`src/rtl/spiPkg.sv`:
```
package spiPkg;
  typedef struct packed {
    logic load;
    logic sample;
    logic shift;
    logic capture;
    logic inBit;
  } spiStrobeT;
endpackage

```
`src/rtl/spiDatapath.sv`:
```
module spiDatapath
  import spiPkg::*;
#(
  parameter int DATA_W  = 16,
  parameter int SHORT_W = 8
) (
  input  logic              clk,
  input  logic              rstN,
  input  spiStrobeT         strb,
  input  logic              wide,
  input  logic              lsbFirst,
  input  logic [DATA_W-1:0] txData,
  input  logic              txWrite,
  output logic              outBit,
  output logic [DATA_W-1:0] rxData
);
  localparam logic [DATA_W-1:0] NARROW_MASK = {{(DATA_W-SHORT_W){1'b0}}, {SHORT_W{1'b1}}};

  logic [DATA_W-1:0] holdReg;
  logic [DATA_W-1:0] txSr;
  logic [DATA_W-1:0] rxSr;
  logic [DATA_W-1:0] rxShr;
  logic [DATA_W-1:0] rxNext;
  logic [DATA_W-1:0] rxWord;

  always_comb begin
    rxShr = rxSr >> 1;
    if (wide) rxShr[DATA_W-1] = strb.inBit;
    else      rxShr[SHORT_W-1] = strb.inBit;
    rxNext = lsbFirst ? rxShr : {rxSr[DATA_W-2:0], strb.inBit};
    rxWord = strb.sample ? rxNext : rxSr;
  end

  assign outBit = lsbFirst ? txSr[0] : (wide ? txSr[DATA_W-1] : txSr[SHORT_W-1]);

  always_ff @(posedge clk or negedge rstN) begin
    if (!rstN) begin
      holdReg <= '0;
      txSr    <= '0;
      rxSr    <= '0;
      rxData  <= '0;
    end else begin
      if (txWrite) holdReg <= txData;
      if (strb.load) begin
        txSr <= holdReg;
        rxSr <= '0;
      end else begin
        if (strb.shift)  txSr <= lsbFirst ? (txSr >> 1) : (txSr << 1);
        if (strb.sample) rxSr <= rxNext;
      end
      if (strb.capture) rxData <= wide ? rxWord : (rxWord & NARROW_MASK);
    end
  end


  load_chk: assert property (@(posedge clk) disable iff (!rstN)
    ($past(rstN) && $past(strb.load)) |-> txSr == $past(holdReg));


  narrow_rx_chk: assert property (@(posedge clk) disable iff (!rstN)
    ($past(rstN) && $past(strb.capture) && !$past(wide)) |-> rxData[DATA_W-1:SHORT_W] == '0);
endmodule

```
`src/rtl/spiCtrl.sv`:
```
module spiCtrl
  import spiPkg::*;
#(
  parameter int DATA_W  = 16,
  parameter int SHORT_W = 8,
  parameter int DIV_W   = 8
) (
  input  logic             clk,
  input  logic             rstN,
  input  logic             enable,
  input  logic             masterSel,
  input  logic             cpol,
  input  logic             cpha,
  input  logic             wide,
  input  logic             irqEnable,
  input  logic [DIV_W-1:0] baudDiv,
  input  logic             txWrite,
  input  logic             flagClear,
  input  logic             sckIn,
  input  logic             mosiIn,
  input  logic             misoIn,
  input  logic             ssN,
  output spiStrobeT        strb,
  output logic             sckOut,
  output logic             sckOe,
  output logic             mosiOe,
  output logic             misoOe,
  output logic             doneFlag,
  output logic             irq
);
  localparam int CNT_W = $clog2(DATA_W + 1);
  localparam int TGL_W = CNT_W + 1;

  logic sckS1, sckS2, sckS3;
  logic mosiS1, mosiS2;
  logic ssS1, ssS2, ssS3;

  logic             busy;
  logic             pendStart;
  logic             sckReg;
  logic             flag;
  logic [CNT_W-1:0] bitCnt;
  logic [TGL_W-1:0] tglCnt;
  logic [DIV_W-1:0] divCnt;

  logic [CNT_W-1:0] wordLen;
  logic [TGL_W-1:0] tglLast;
  logic masterOn, slaveOn;
  logic ssFall, ssRise;
  logic sckEdge, slvLead, slvTrail;
  logic tick, mstLead, mstTrail;
  logic leadEv, trailEv, sampleEv, shiftEv;
  logic doneEv, abortEv, loadEv;

  always_ff @(posedge clk or negedge rstN) begin
    if (!rstN) begin
      sckS1 <= 1'b0; sckS2 <= 1'b0; sckS3 <= 1'b0;
      mosiS1 <= 1'b0; mosiS2 <= 1'b0;
      ssS1 <= 1'b1; ssS2 <= 1'b1; ssS3 <= 1'b1;
    end else begin
      sckS1 <= sckIn;  sckS2 <= sckS1;  sckS3 <= sckS2;
      mosiS1 <= mosiIn; mosiS2 <= mosiS1;
      ssS1 <= ssN;     ssS2 <= ssS1;    ssS3 <= ssS2;
    end
  end

  always_comb begin
    wordLen  = wide ? CNT_W'(DATA_W) : CNT_W'(SHORT_W);
    tglLast  = {wordLen, 1'b0} - TGL_W'(1);
    masterOn = enable && masterSel;
    slaveOn  = enable && !masterSel;
    ssFall   = ssS3 && !ssS2;
    ssRise   = !ssS3 && ssS2;

    sckEdge  = sckS2 ^ sckS3;
    slvLead  = sckEdge && (sckS2 ^ cpol);
    slvTrail = sckEdge && !(sckS2 ^ cpol);

    tick     = busy && masterOn && (divCnt == baudDiv);
    mstLead  = tick && (sckReg == cpol);
    mstTrail = tick && (sckReg != cpol);

    if (masterSel) begin
      leadEv  = mstLead;
      trailEv = mstTrail;
    end else begin
      leadEv  = slvLead && busy && slaveOn && !ssS2;
      trailEv = slvTrail && busy && slaveOn && !ssS2;
    end

    sampleEv = cpha ? trailEv : leadEv;
    shiftEv  = cpha ? (leadEv && bitCnt != '0) : trailEv;

    if (masterSel) doneEv = tick && (tglCnt == tglLast);
    else           doneEv = sampleEv && (bitCnt == wordLen - CNT_W'(1));

    abortEv = busy && slaveOn && ssRise;
    loadEv  = masterSel ? pendStart : (slaveOn && ssFall);

    strb.load    = loadEv;
    strb.sample  = sampleEv;
    strb.shift   = shiftEv;
    strb.capture = doneEv;
    strb.inBit   = masterSel ? misoIn : mosiS2;
  end

  always_ff @(posedge clk or negedge rstN) begin
    if (!rstN) begin
      busy      <= 1'b0;
      pendStart <= 1'b0;
      sckReg    <= 1'b0;
      flag      <= 1'b0;
      bitCnt    <= '0;
      tglCnt    <= '0;
      divCnt    <= '0;
    end else begin
      pendStart <= txWrite && masterOn && !busy && !pendStart;

      if (!enable)               busy <= 1'b0;
      else if (loadEv)           busy <= 1'b1;
      else if (doneEv || abortEv) busy <= 1'b0;

      if (loadEv)        bitCnt <= '0;
      else if (sampleEv) bitCnt <= bitCnt + CNT_W'(1);

      if (loadEv) begin
        divCnt <= '0;
        tglCnt <= '0;
      end else if (busy && masterOn) begin
        if (divCnt == baudDiv) begin
          divCnt <= '0;
          tglCnt <= tglCnt + TGL_W'(1);
        end else begin
          divCnt <= divCnt + DIV_W'(1);
        end
      end

      if (!busy || !masterOn) sckReg <= cpol;
      else if (tick)          sckReg <= ~sckReg;

      if (doneEv)         flag <= 1'b1;
      else if (flagClear) flag <= 1'b0;
    end
  end

  assign sckOut   = sckReg;
  assign sckOe    = masterOn;
  assign mosiOe   = masterOn;
  assign misoOe   = slaveOn && !ssS2;
  assign doneFlag = flag;
  assign irq      = flag && irqEnable;


  sck_idle_chk: assert property (@(posedge clk) disable iff (!rstN)
    ($past(rstN) && !busy && !$past(busy) && $stable(cpol)) |-> sckReg == cpol);


  div_rate_chk: assert property (@(posedge clk) disable iff (!rstN)
    ($past(rstN) && busy && $past(busy) && masterSel && sckReg != $past(sckReg))
      |-> $past(divCnt) == $past(baudDiv));


  bit_range_chk: assert property (@(posedge clk) disable iff (!rstN)
    bitCnt <= CNT_W'(DATA_W));


  slave_abort_chk: assert property (@(posedge clk) disable iff (!rstN)
    (busy && slaveOn && ssRise) |=> !busy);


  slave_start_chk: assert property (@(posedge clk) disable iff (!rstN)
    ($rose(busy) && !masterSel) |-> !ssS2);
endmodule

```
`src/rtl/spiPort.sv`:
```
module spiPort
  import spiPkg::*;
#(
  parameter int DATA_W  = 16,
  parameter int SHORT_W = 8,
  parameter int DIV_W   = 8
) (
  input  logic              clk,
  input  logic              rstN,
  input  logic              enable,
  input  logic              masterSel,
  input  logic              cpol,
  input  logic              cpha,
  input  logic              wide,
  input  logic              lsbFirst,
  input  logic              irqEnable,
  input  logic [DIV_W-1:0]  baudDiv,
  input  logic [DATA_W-1:0] txData,
  input  logic              txWrite,
  input  logic              flagClear,
  output logic [DATA_W-1:0] rxData,
  output logic              doneFlag,
  output logic              irq,
  input  logic              sckIn,
  output logic              sckOut,
  output logic              sckOe,
  input  logic              mosiIn,
  output logic              mosiOut,
  output logic              mosiOe,
  input  logic              misoIn,
  output logic              misoOut,
  output logic              misoOe,
  input  logic              ssN
);
  spiStrobeT strb;
  logic      outBit;

  spiCtrl #(.DATA_W(DATA_W), .SHORT_W(SHORT_W), .DIV_W(DIV_W)) uCtrl (
    .clk(clk), .rstN(rstN), .enable(enable), .masterSel(masterSel),
    .cpol(cpol), .cpha(cpha), .wide(wide), .irqEnable(irqEnable),
    .baudDiv(baudDiv), .txWrite(txWrite), .flagClear(flagClear),
    .sckIn(sckIn), .mosiIn(mosiIn), .misoIn(misoIn), .ssN(ssN),
    .strb(strb), .sckOut(sckOut), .sckOe(sckOe), .mosiOe(mosiOe),
    .misoOe(misoOe), .doneFlag(doneFlag), .irq(irq)
  );

  spiDatapath #(.DATA_W(DATA_W), .SHORT_W(SHORT_W)) uData (
    .clk(clk), .rstN(rstN), .strb(strb), .wide(wide), .lsbFirst(lsbFirst),
    .txData(txData), .txWrite(txWrite), .outBit(outBit), .rxData(rxData)
  );

  assign mosiOut = outBit;
  assign misoOut = outBit;
endmodule

```
`config.mk`:
```
export PLATFORM = sky130hd
export DESIGN_NAME = spiPort
export DESIGN_NICKNAME = d
export VERILOG_FILES = /design/src/rtl/spiPkg.sv /design/src/rtl/spiDatapath.sv /design/src/rtl/spiCtrl.sv /design/src/rtl/spiPort.sv
export SDC_FILE = /design/constraint.sdc
export NUM_CORES = 1
export LEC_CHECK = 0
export BUFFER_PORTS_ARGS = -buffer_cell sky130_fd_sc_hd__buf_2
export CAP_MARGIN = 20
export CORE_MARGIN = 4
export CORE_UTILIZATION = 45
export DETAILED_ROUTE_END_ITERATION = 10
export GPL_TIMING_DRIVEN = 0
export SYNTH_ARGS = -nofsm -noshare
export SYNTH_HDL_FRONTEND = slang
export SYNTH_SLANG_ARGS = --single-unit
export TNS_END_PERCENT = 10
```
`constraint.sdc`:
```
create_clock -name clk -period 3.7 [get_ports clk]
set_input_delay 1.11 -clock clk [delete_from_list [all_inputs] [get_ports clk]]
set_output_delay 1.11 -clock clk [all_outputs]
set_load 0.01 [all_outputs]
```
==> results of run 1 <==
stage by stage:
step	util	std cells	worst slack (ps)	cell area (sq um)	setup TNS [ps]
finish	0.538	627	172	5310	0
global route	0.538	627	24.3	5310	0
CTS	0.538	627	132	5310	0
detailed placement	0.519	613	-298	5120	-494
global placement	0.516	612	-276	5090	-438
floorplan	-	419	118	4620	0
placed cells by master, fill, tap and decap left out, types with 4 or more instances in the layout:
master,n
dfrtp_1,92
buf_2,63
nand2_1,44
nor2_1,44
mux2_2,41
mux2i_1,35
o21ai_1,28
clkbuf_1,12
xnor2_1,12
xor2_1,11
clkbuf_8,10
o21ai_0,9
inv_1,9
a22o_1,8
a21oi_1,7
nand3_1,5
buf_4,4
ha_1,4
kinds of logic (layout without fill, tap and decap cells):
family          after synthesis  in the layout
buf+inv                      34            109
flops                        95             95
xor+xnor                     25             25
simple gates                122            122
mux                          76             76
fa+ha+maj                     4              4
compound gates               63             63
flip-flops by register name, summed over array words and instances (netlist names):
name,count
uCtrl.bitCnt,5
uCtrl.busy,1
uCtrl.divCnt,8
uCtrl.doneFlag,1
uCtrl.mosiS1,1
uCtrl.mosiS2,1
uCtrl.pendStart,1
uCtrl.sckOut,1
uCtrl.sckS1,1
uCtrl.sckS2,1
uCtrl.sckS3,1
uCtrl.ssS1,1
uCtrl.ssS2,1
uCtrl.ssS3,1
uCtrl.tglCnt,6
uData.holdReg,16
uData.rxData,16
uData.rxSr,16
uData.txSr,16
worst max-delay path, delay by kind of cell:
kind / cells / cell delay [ps]
buffers and inverters: 4 / 1090
AOI/OAI and AO/OA: 1 / 220
area by class of cell:
class	count	area, sq um	share of cell area
Clock inverter	5	58.8	0.0111
Tap cell	133	166	0.0313
Inverter	9	33.8	0.00636
Sequential cell	95	2380	0.449
Multi-Input combinational cell	290	2060	0.389
Clock buffer	10	138	0.0259
Timing Repair Buffer	61	330	0.0622
Buffer	24	138	0.0259
worst max path at each step:
| stage | endpoint | cells past startpoint |
|---|---|---|
| floorplan | mosiOut | 5 |
| global placement | mosiOut | 6 |
| detailed placement | mosiOut | 6 |
| CTS | mosiOut | 5 |
| global route | mosiOut | 5 |
| finish | mosiOut | 5 |
report_power, final:
group / switching [mW] / internal, mW
registers: 0.0687 / 1.13
logic: 0.149 / 0.169
clock network: 0.353 / 0.327
total: 0.571 / 1.63
metal layers:
metal	routed length (um)	share of wire	GRT usage	up-vias
met1	4410	0.48	0.232	1621
met2	4390	0.47	0.271	51
met4	120	0.013	0.0588	0
met5	0	0	0	-
li1	-	-	-	1587
met3	318	0.034	0.0282	9
repair_timing:
item / 4_1_cts / 5_1_grt
setup endpoints to repair: 2 / 0
hold buffers: 0 / 0
setup buffers: 0 / 0
==> results by group, run 1 <==
Worst setup path
  – CP arrival: 2420 ps
  – FF-to-FF path depth: 8
  – Critical Path Start: lsbFirst
  – Setup CP Type: primary input to output pin
  – Crit Reg-Reg Endpoint: uData.txSr[9]
  – Worst path most repeated cell: buf_2
  – CP required: 2590 ps
  – Crit path cell chain: clkbuf_1 -> buf_2 -> o21ai_0 -> buf_4 -> buf_2
  – Slowest stage delay, CP: 480 ps
  – CP Launch Type: primary input
  – Flop2flop setup slack: 1280 ps
  – Critical-path top delay cell: buf_2
  – CP max FO: 19
  – Critical path endpoint category: output pin
  – Crit Reg-Reg Startpoint: uCtrl.divCnt[2]

Timing
  – Actual slew at the worst max-slew pin: 627 ps
  – Clock Skew: 8.86 ps
  – Final setup vio count: 0
  – Crit path time final: 3530 ps
  – Tcrit/Tclk final: 0.954
  – Final hold vios: 0
  – Max Clk Rate: 283 MHz
  – Final Max Slew Viols: 0
  – RSZ-0062 raised after global routing: no
  – Min Hold Slack: 352 ps
  – Rel. slew slack: 0.582

Power
  – P_leak: 2.46 nW
  – Total power: 2.20 mW
  – Power density over the cells: 414 nW/um^2
  – Maximum vdd drop: 207 uV

Logic synthesis
  – Synth Area in Compound Gates: 0.0859
  – Post-synth top cells: dfrtp_1, nand2_1, nor2_1, mux2_2, mux2i_1
  – Syn_area_per_cell: 11.0 sq um
  – Mapped Area: 4620 sq um
  – Synth area leader: dfrtp_1
  – Cell variety after synth: 46
  – Top-area cell type share of the netlist area: 0.498
  – Main synth FF type: dfrtp_1
  – Mapped Nets: 462
  – XOR/XNOR Fraction of Synth Area: 0.0507
  – Main combinational cell family by area after synthesis: multiplexers
  – Number of synthesized register bits: 95
  – Most frequent cell after synthesis: dfrtp_1
  – Post-Synth Adder-Cell Area: 0.0108
  – YS warnings: 0
  – Ys async rst share: 1.00
  – Area contributors post-synth: dfrtp_1, mux2_2, mux2i_1, nand2_1, nor2_1
  – Post-synthesis simple-gate area fraction: 0.124
  – Post-synthesis mux area share: 0.176
  – Post-Syn Instances: 419
  – Register area share after synthesis: 0.515
  – Post-synth EDFFs: 0

Die
  – Die ar.: 12000 sq um
  – DIE HEIGHT: 109 um
  – Initial Utilization: 0.468
  – Die Width: 109 um
  – Top-Level Pins: 63
  – Core outline area: 9860 sq um
  – Rows: 36

Min path
  – Hold EP: uCtrl.sckS2
  – Critical hold path startpoint: uCtrl.sckS1
  – Cell count of the worst hold path: 0
  – Hold Crit Class: register to register

Cells and area
  – N_diodes: 0
  – # fillers: 894
  – Final-stage net count: 533
  – Fraction of layout cells with a size suffix above 1: 0.283
  – Area Overhead vs Synth: 14.9%

Placement
  – GPL Wtd Cong: 0.802
  – Post-DP HPWL: 6.88 mm
  – Port Buffers: 60

Global routing
  – Wire length of the first global-routing pass: 15.9 mm
  – Number of antenna violations at the first check in global routing: 0
  – Total track usage: 0.169
  – Vias in the first global route: 3329
  – Largest net degree at the start of global routing: 50
  – Congestion Overflow GR: 0

Outcome
  – Status: complete, no violations

Clock network
  – Clock transition at the registers of the reported paths: 80 ps
  – Later-pin clock latency in the skew report: 350 ps
  – # H-tree levels: 3
  – Post-CTS Resized: 0
  – Root Buffer: clkbuf_8
  – CTS buffer count: 9
  – CTS tree: built
  – Clock tree sinks: 95
  – CTS Buffer Depth: 2

Drt
  – DRT Wirelength: 9.24 mm
  – DRC: 0
  – DRT antenna net count: 0
  – DR pass1 iterations: 4
  – Initial DRC count: 109
  – Drt via density: 5.21
  – Routed length per instance: 14.7 um
  – DR vias: 3268

Run
  – Max Cap Violations: 0
Power figures use the tool's default switching activity.
==> inputs of run 2 (changes only) <==
Settings changed: MAX_ROUTING_LAYER from default to met4.
==> run 2 against run 1 <==
Against the previous run:
- wire length grew 0.37%
- critical path depth unchanged
- total power increased by 0.11%
- global-route usage is 0.51 points higher
- core utilization is the same
- clock skew up 1.3 ps
- combinational power about the same
- die area did not move
- maximum frequency decreased by 0.10%
- sequential share of layout area unchanged
- largest power group unchanged
- highest routed layer unchanged
==> results by group, run 2 (synthesized netlist as in run 1, its figures left out) <==
Power
  – P_leak: 2.46 nW (unchanged)
  – Maximum vdd drop: 207 uV (about the same)
  – Power density over the cells: 415 nW/um^2 (was 414 nW/um^2)

Die
  – Core outline area: 9860 sq um (unchanged)
  – Top-Level Pins: 63 (unchanged)
  – Initial Utilization: 0.468 (unchanged)
  – Die ar.: 12000 sq um (unchanged)
  – DIE HEIGHT: 109 um (unchanged)
  – Rows: 36 (unchanged)
  – Die Width: 109 um (unchanged)

Worst setup path
  – Flop2flop setup slack: 1280 ps (about the same)
  – CP arrival: 2420 ps (about the same)
  – Crit path cell chain: clkbuf_1 -> buf_2 -> o21ai_0 -> buf_4 -> buf_2 (unchanged)
  – CP required: 2590 ps (about the same)
  – Crit path buf inv count: 4 (unchanged)
  – Slowest stage delay, CP: 480 ps (about the same)
  – Crit Reg-Reg Endpoint: uData.txSr[9] (unchanged)
  – Setup CP Type: primary input to output pin (unchanged)
  – Crit path max-delay family: buffers and inverters (unchanged)
  – CP max FO: 19 (unchanged)
  – Crit Reg-Reg Startpoint: uCtrl.divCnt[2] (unchanged)
  – Critical path endpoint category: output pin (unchanged)
  – CP Launch Type: primary input (unchanged)
  – FF-to-FF path depth: 8 (unchanged)
  – Critical-path top delay cell: buf_2 (unchanged)
  – Worst path most repeated cell: buf_2 (unchanged)

Drt
  – DRT Wirelength: 9.28 mm (was 9.24 mm)
  – Initial DRC count: 110 (was 109)
  – DR vias: 3276 (was 3268)
  – DRC: 0 (unchanged)
  – DR pass1 iterations: 5 (was 4)
  – Routed length per instance: 14.8 um (was 14.7 um)
  – Drt via density: 5.22 (was 5.21)
  – DRT antenna net count: 0 (unchanged)

Clock network
  – Root Buffer: clkbuf_8 (unchanged)
  – CTS tree: built (unchanged)
  – Later-pin clock latency in the skew report: 360 ps (was 350 ps)
  – CTS Hold Bufs: 0 (unchanged)
  – Post-CTS Resized: 0 (unchanged)
  – # H-tree levels: 3 (unchanged)
  – Clock tree sinks: 95 (unchanged)
  – Clock transition at the registers of the reported paths: 80 ps (about the same)
  – CTS Buffer Depth: 2 (unchanged)
  – Setup repair bufs after CTS: 0 (unchanged)
  – CTS buffer count: 9 (unchanged)

Placement
  – Pre-CTS WS: -298 ps (unchanged)
  – Post-Place Cells: 613 (unchanged)
  – GPL Wtd Cong: 0.813 (was 0.802)
  – Port Buffers: 60 (unchanged)
  – Post-DP HPWL: 6.88 mm (unchanged)

Timing
  – Final setup vio count: 0 (unchanged)
  – Rel. slew slack: 0.587 (was 0.582)
  – RSZ-0062 raised after global routing: no (unchanged)
  – Actual slew at the worst max-slew pin: 619 ps (was 627 ps)
  – Clock Skew: 10.1 ps (was 8.86 ps)
  – Final Max Slew Viols: 0 (unchanged)
  – Max Clk Rate: 283 MHz (about the same)
  – Final WS setup: 168 ps (was 172 ps)
  – Tcrit/Tclk final: 0.955 (was 0.954)
  – Final hold vios: 0 (unchanged)
  – Crit path time final: 3530 ps (about the same)

Cells and area
  – Final-stage net count: 533 (unchanged)
  – Fraction of layout cells with a size suffix above 1: 0.283 (unchanged)
  – Area Overhead vs Synth: 14.9% (unchanged)
  – N_diodes: 0 (unchanged)
  – Most frequent cells in the layout: dfrtp_1, buf_2, nand2_1, nor2_1, mux2_2 (unchanged)
  – Commonest non-fill, non-tap cell in the layout: dfrtp_1 (unchanged)
  – Filler-free cell count of the finished design: 627 (unchanged)

Global routing
  – Vias in the first global route: 3324 (was 3329)
  – Wire length of the first global-routing pass: 16.0 mm (was 15.9 mm)
  – Congestion Overflow GR: 0 (unchanged)
  – Largest net degree at the start of global routing: 50 (unchanged)
  – Number of antenna violations at the first check in global routing: 0 (unchanged)
  – Total track usage: 0.174 (was 0.169)

Outcome
  – Status: complete, no violations (unchanged)

Run
  – Max Cap Violations: 0 (unchanged)

Min path
  – Hold Crit Class: register to register (unchanged)
  – Hold EP: uCtrl.mosiS2 (was uCtrl.sckS2)
  – Cell count of the worst hold path: 0 (unchanged)
  – Critical hold path startpoint: uCtrl.mosiS1 (was uCtrl.sckS1)
## run 2: cell counts in the layout (fill, tap and decap cells not counted)
Identical to the previous run, type by type.
## run 2: worst max path at each step
stage / from / end / slack [ps] / cells after the start
floorplan: lsbFirst / mosiOut / 120 / 5
global placement: lsbFirst / mosiOut / -280 / 6
detailed placement: lsbFirst / mosiOut / -300 / 6
CTS: lsbFirst / mosiOut / 130 / 5
global route: lsbFirst / mosiOut / 20 / 5
finish: lsbFirst / mosiOut / 170 / 5
## run 2: where the power goes
part / total, mW / switching (mW) / internal (mW)
Combinational: 0.317 / 0.148 / 0.169
Clock: 0.684 / 0.356 / 0.327
Sequential: 1.20 / 0.0686 / 1.13
Total: 2.20 / 0.573 / 1.63
## run 2: final cells by class
cell class | count | area, sq um
timing repair buffer | 61 | 330
inverter | 9 | 33.8
clock buffer | 10 | 138
tap | 133 | 166
multi-input combinational | 290 | 2060
clock inverter | 5 | 58.8
buffer | 24 | 138
fill | 894 | 4560
sequential | 95 | 2380
## run 2: per-stage QoR
step | power (mW) | hold WS [ps] | utilization | setup TNS, ps | area [sq um]
after CTS | 2.23 | 354 | 0.538 | 0 | 5310
after global routing | 2.32 | 365 | 0.538 | 0 | 5310
after floorplan | 1.43 | 331 | - | 0 | 4620
final | 2.20 | 352 | 0.538 | 0 | 5310
after global placement | 1.53 | 334 | 0.516 | -438 | 5090
after detailed placement | 1.55 | 335 | 0.519 | -494 | 5120
## run 2: layer usage
metal / global-route usage / vias up / share of wire
met5: - / - / 0
li1: - / 1589 / -
met3: 0.0258 / 14 / 0.033
met2: 0.270 / 51 / 0.47
met1: 0.235 / 1622 / 0.48
met4: 0.0588 / 0 / 0.016
==> inputs of run 3 (changes only) <==
Settings changed: CORE_ASPECT_RATIO from default to 0.75.
==> run 3 against run 2 <==
Against the previous run:
- worst setup slack better by 9.0 ps
- critical path depth stayed put
- maximum frequency is 0.26% higher
- global-route usage is 0.14 points lower
- sequential cell count stayed put
- register-to-register slack worse by 80 ps
- total power is 10% higher
- clock skew is 4.7 ps lower
- via count is 1.9% lower
- critical path type unchanged
- critical endpoint unchanged
- largest cell class unchanged
- largest power group unchanged
==> results by group, run 3 (synthesized netlist as in run 1, its figures left out) <==
Timing
  – Final setup vio count: 0 (unchanged)
  – Rel. slew slack: 0.598 (was 0.587)
  – Final hold vios: 0 (unchanged)
  – Crit path time final: 3520 ps (was 3530 ps)
  – Tcrit/Tclk final: 0.952 (was 0.955)
  – Setup TNS: 0 ps (unchanged)
  – RSZ-0062 raised after global routing: no (unchanged)
  – Clock Skew: 5.40 ps (was 10.1 ps)
  – Min Hold Slack: 355 ps (was 352 ps)
  – Actual slew at the worst max-slew pin: 603 ps (was 619 ps)
  – Max Clk Rate: 284 MHz (was 283 MHz)
  – Final Max Slew Viols: 0 (unchanged)

Cells and area
  – Area of the multi-input gates: 2060 sq um (unchanged)
  – Commonest non-fill, non-tap cell in the layout: dfrtp_1 (unchanged)
  – Final-stage net count: 533 (unchanged)
  – Sequential cell area: 2380 sq um (unchanged)
  – Most frequent cells in the layout: dfrtp_1, buf_2, nand2_1, nor2_1, mux2_2 (unchanged)
  – Fraction of layout cells with a size suffix above 1: 0.281 (was 0.283)
  – N_diodes: 0 (unchanged)
  – # fillers: 905 (was 894)
  – Finished Core Util: 0.548 (was 0.538)
  – Area Overhead vs Synth: 17.0% (was 14.9%)
  – Filler-free cell count of the finished design: 627 (unchanged)

Drt
  – Initial DRC count: 127 (was 110)
  – Drt via density: 5.13 (was 5.22)
  – DRT Wirelength: 9.38 mm (was 9.28 mm)
  – Routed length per instance: 15.0 um (was 14.8 um)
  – DR pass1 iterations: 5 (unchanged)
  – DRC: 0 (unchanged)
  – DR vias: 3215 (was 3276)
  – DRT antenna net count: 0 (unchanged)

Clock network
  – Later-pin clock latency in the skew report: 340 ps (was 360 ps)
  – CTS Buffer Depth: 2 (unchanged)
  – Root Buffer: clkbuf_16 (was clkbuf_8)
  – # H-tree levels: 3 (unchanged)
  – Clock tree sinks: 95 (unchanged)
  – Clock transition at the registers of the reported paths: 60 ps (was 80 ps)
  – CTS buffer count: 9 (unchanged)
  – CTS tree: built (unchanged)

Worst setup path
  – Crit path max-delay family: buffers and inverters (unchanged)
  – Crit path buf inv count: 4 (unchanged)
  – Slowest stage delay, CP: 480 ps (about the same)
  – CP max FO: 19 (unchanged)
  – Crit path cell chain: clkbuf_1 -> buf_2 -> o21ai_0 -> buf_4 -> buf_2 (unchanged)
  – CP arrival: 2410 ps (was 2420 ps)
  – CP required: 2590 ps (about the same)
  – Critical-path top delay cell: buf_2 (unchanged)
  – Setup CP Type: primary input to output pin (unchanged)
  – Critical path endpoint category: output pin (unchanged)
  – CP Launch Type: primary input (unchanged)
  – Worst path most repeated cell: buf_2 (unchanged)

Global routing
  – Total track usage: 0.172 (was 0.174)
  – Vias in the first global route: 3206 (was 3324)
  – Largest net degree at the start of global routing: 72 (was 50)
  – Congestion Overflow GR: 0 (unchanged)
  – Number of antenna violations at the first check in global routing: 0 (unchanged)
  – Wire length of the first global-routing pass: 16.0 mm (about the same)

Die
  – Top-Level Pins: 63 (unchanged)
  – Die Width: 125 um (was 109 um)
  – Core outline area: 9850 sq um (was 9860 sq um)
  – Rows: 31 (was 36)
  – Die ar.: 12000 sq um (about the same)
  – Initial Utilization: 0.469 (was 0.468)
  – DIE HEIGHT: 95.7 um (was 109 um)

Placement
  – Port Buffers: 60 (unchanged)
  – Post-Place Cells: 612 (was 613)
  – Post-DP HPWL: 6.88 mm (about the same)
  – GPL Wtd Cong: 0.795 (was 0.813)

Power
  – P_leak: 2.50 nW (was 2.46 nW)
  – Power density over the cells: 450 nW/um^2 (was 415 nW/um^2)
  – Maximum vdd drop: 286 uV (was 207 uV)

Outcome
  – Status: complete, no violations (unchanged)

Run
  – Max Cap Violations: 0 (unchanged)

Min path
  – Hold Crit Class: register to register (unchanged)
## run 3: path summary, 6_finish.rpt
kind	slack (ps)	endpoint	depth (start not counted)	from
min reg2reg	360	uCtrl.sckS2	0	uCtrl.sckS1
min	360	uCtrl.sckS2	0	uCtrl.sckS1
max reg2reg	1200	uData.txSr[15]	8	uCtrl.divCnt[2]
max	180	mosiOut	5	lsbFirst
min in group asynchronous	670	uCtrl.tglCnt[2]	1	rstN
max in group asynchronous	2330	uCtrl.ssS2	2	rstN
## run 3: per-layer routing
metal  global-route usage  share of wire  up-vias
met5                    -              0        -
met1                0.233           0.50     1548
met4               0.0478          0.013        0
met2                0.265           0.45       65
met3               0.0399          0.043       12
li1                     -              -     1590
## run 3: per-stage QoR
stage	setup slack, ps	power, mW	cell area [sq um]
final	177	2.43	5400
after global placement	-254	1.53	5080
after CTS	170	2.47	5400
after global routing	38.6	2.56	5400
after floorplan	118	1.43	4620
after detailed placement	-253	1.55	5110
## run 3: what timing repair did
action,in CTS,in global routing
resized for setup,0,0
endpoints found under the setup margin,2,0
hold buffers,0,0
buffers inserted,0,0
## run 3: where the power goes
group / switching [mW] / leakage (nW) / total [mW] / internal [mW]
sequential: 0.0693 / 1.24 / 1.20 / 1.13
combinational: 0.149 / 1.13 / 0.318 / 0.169
clock: 0.386 / 0.136 / 0.911 / 0.525
total: 0.604 / 2.50 / 2.43 / 1.83
## run 3: area by class of cell
cell class                      count  area share
Tap cell                          132      0.0306
Sequential cell                    95       0.441
Buffer                             24      0.0255
Clock buffer                       11      0.0431
Inverter                            9     0.00625
Multi-Input combinational cell    290       0.382
Timing Repair Buffer               61      0.0611
Clock inverter                      5      0.0109
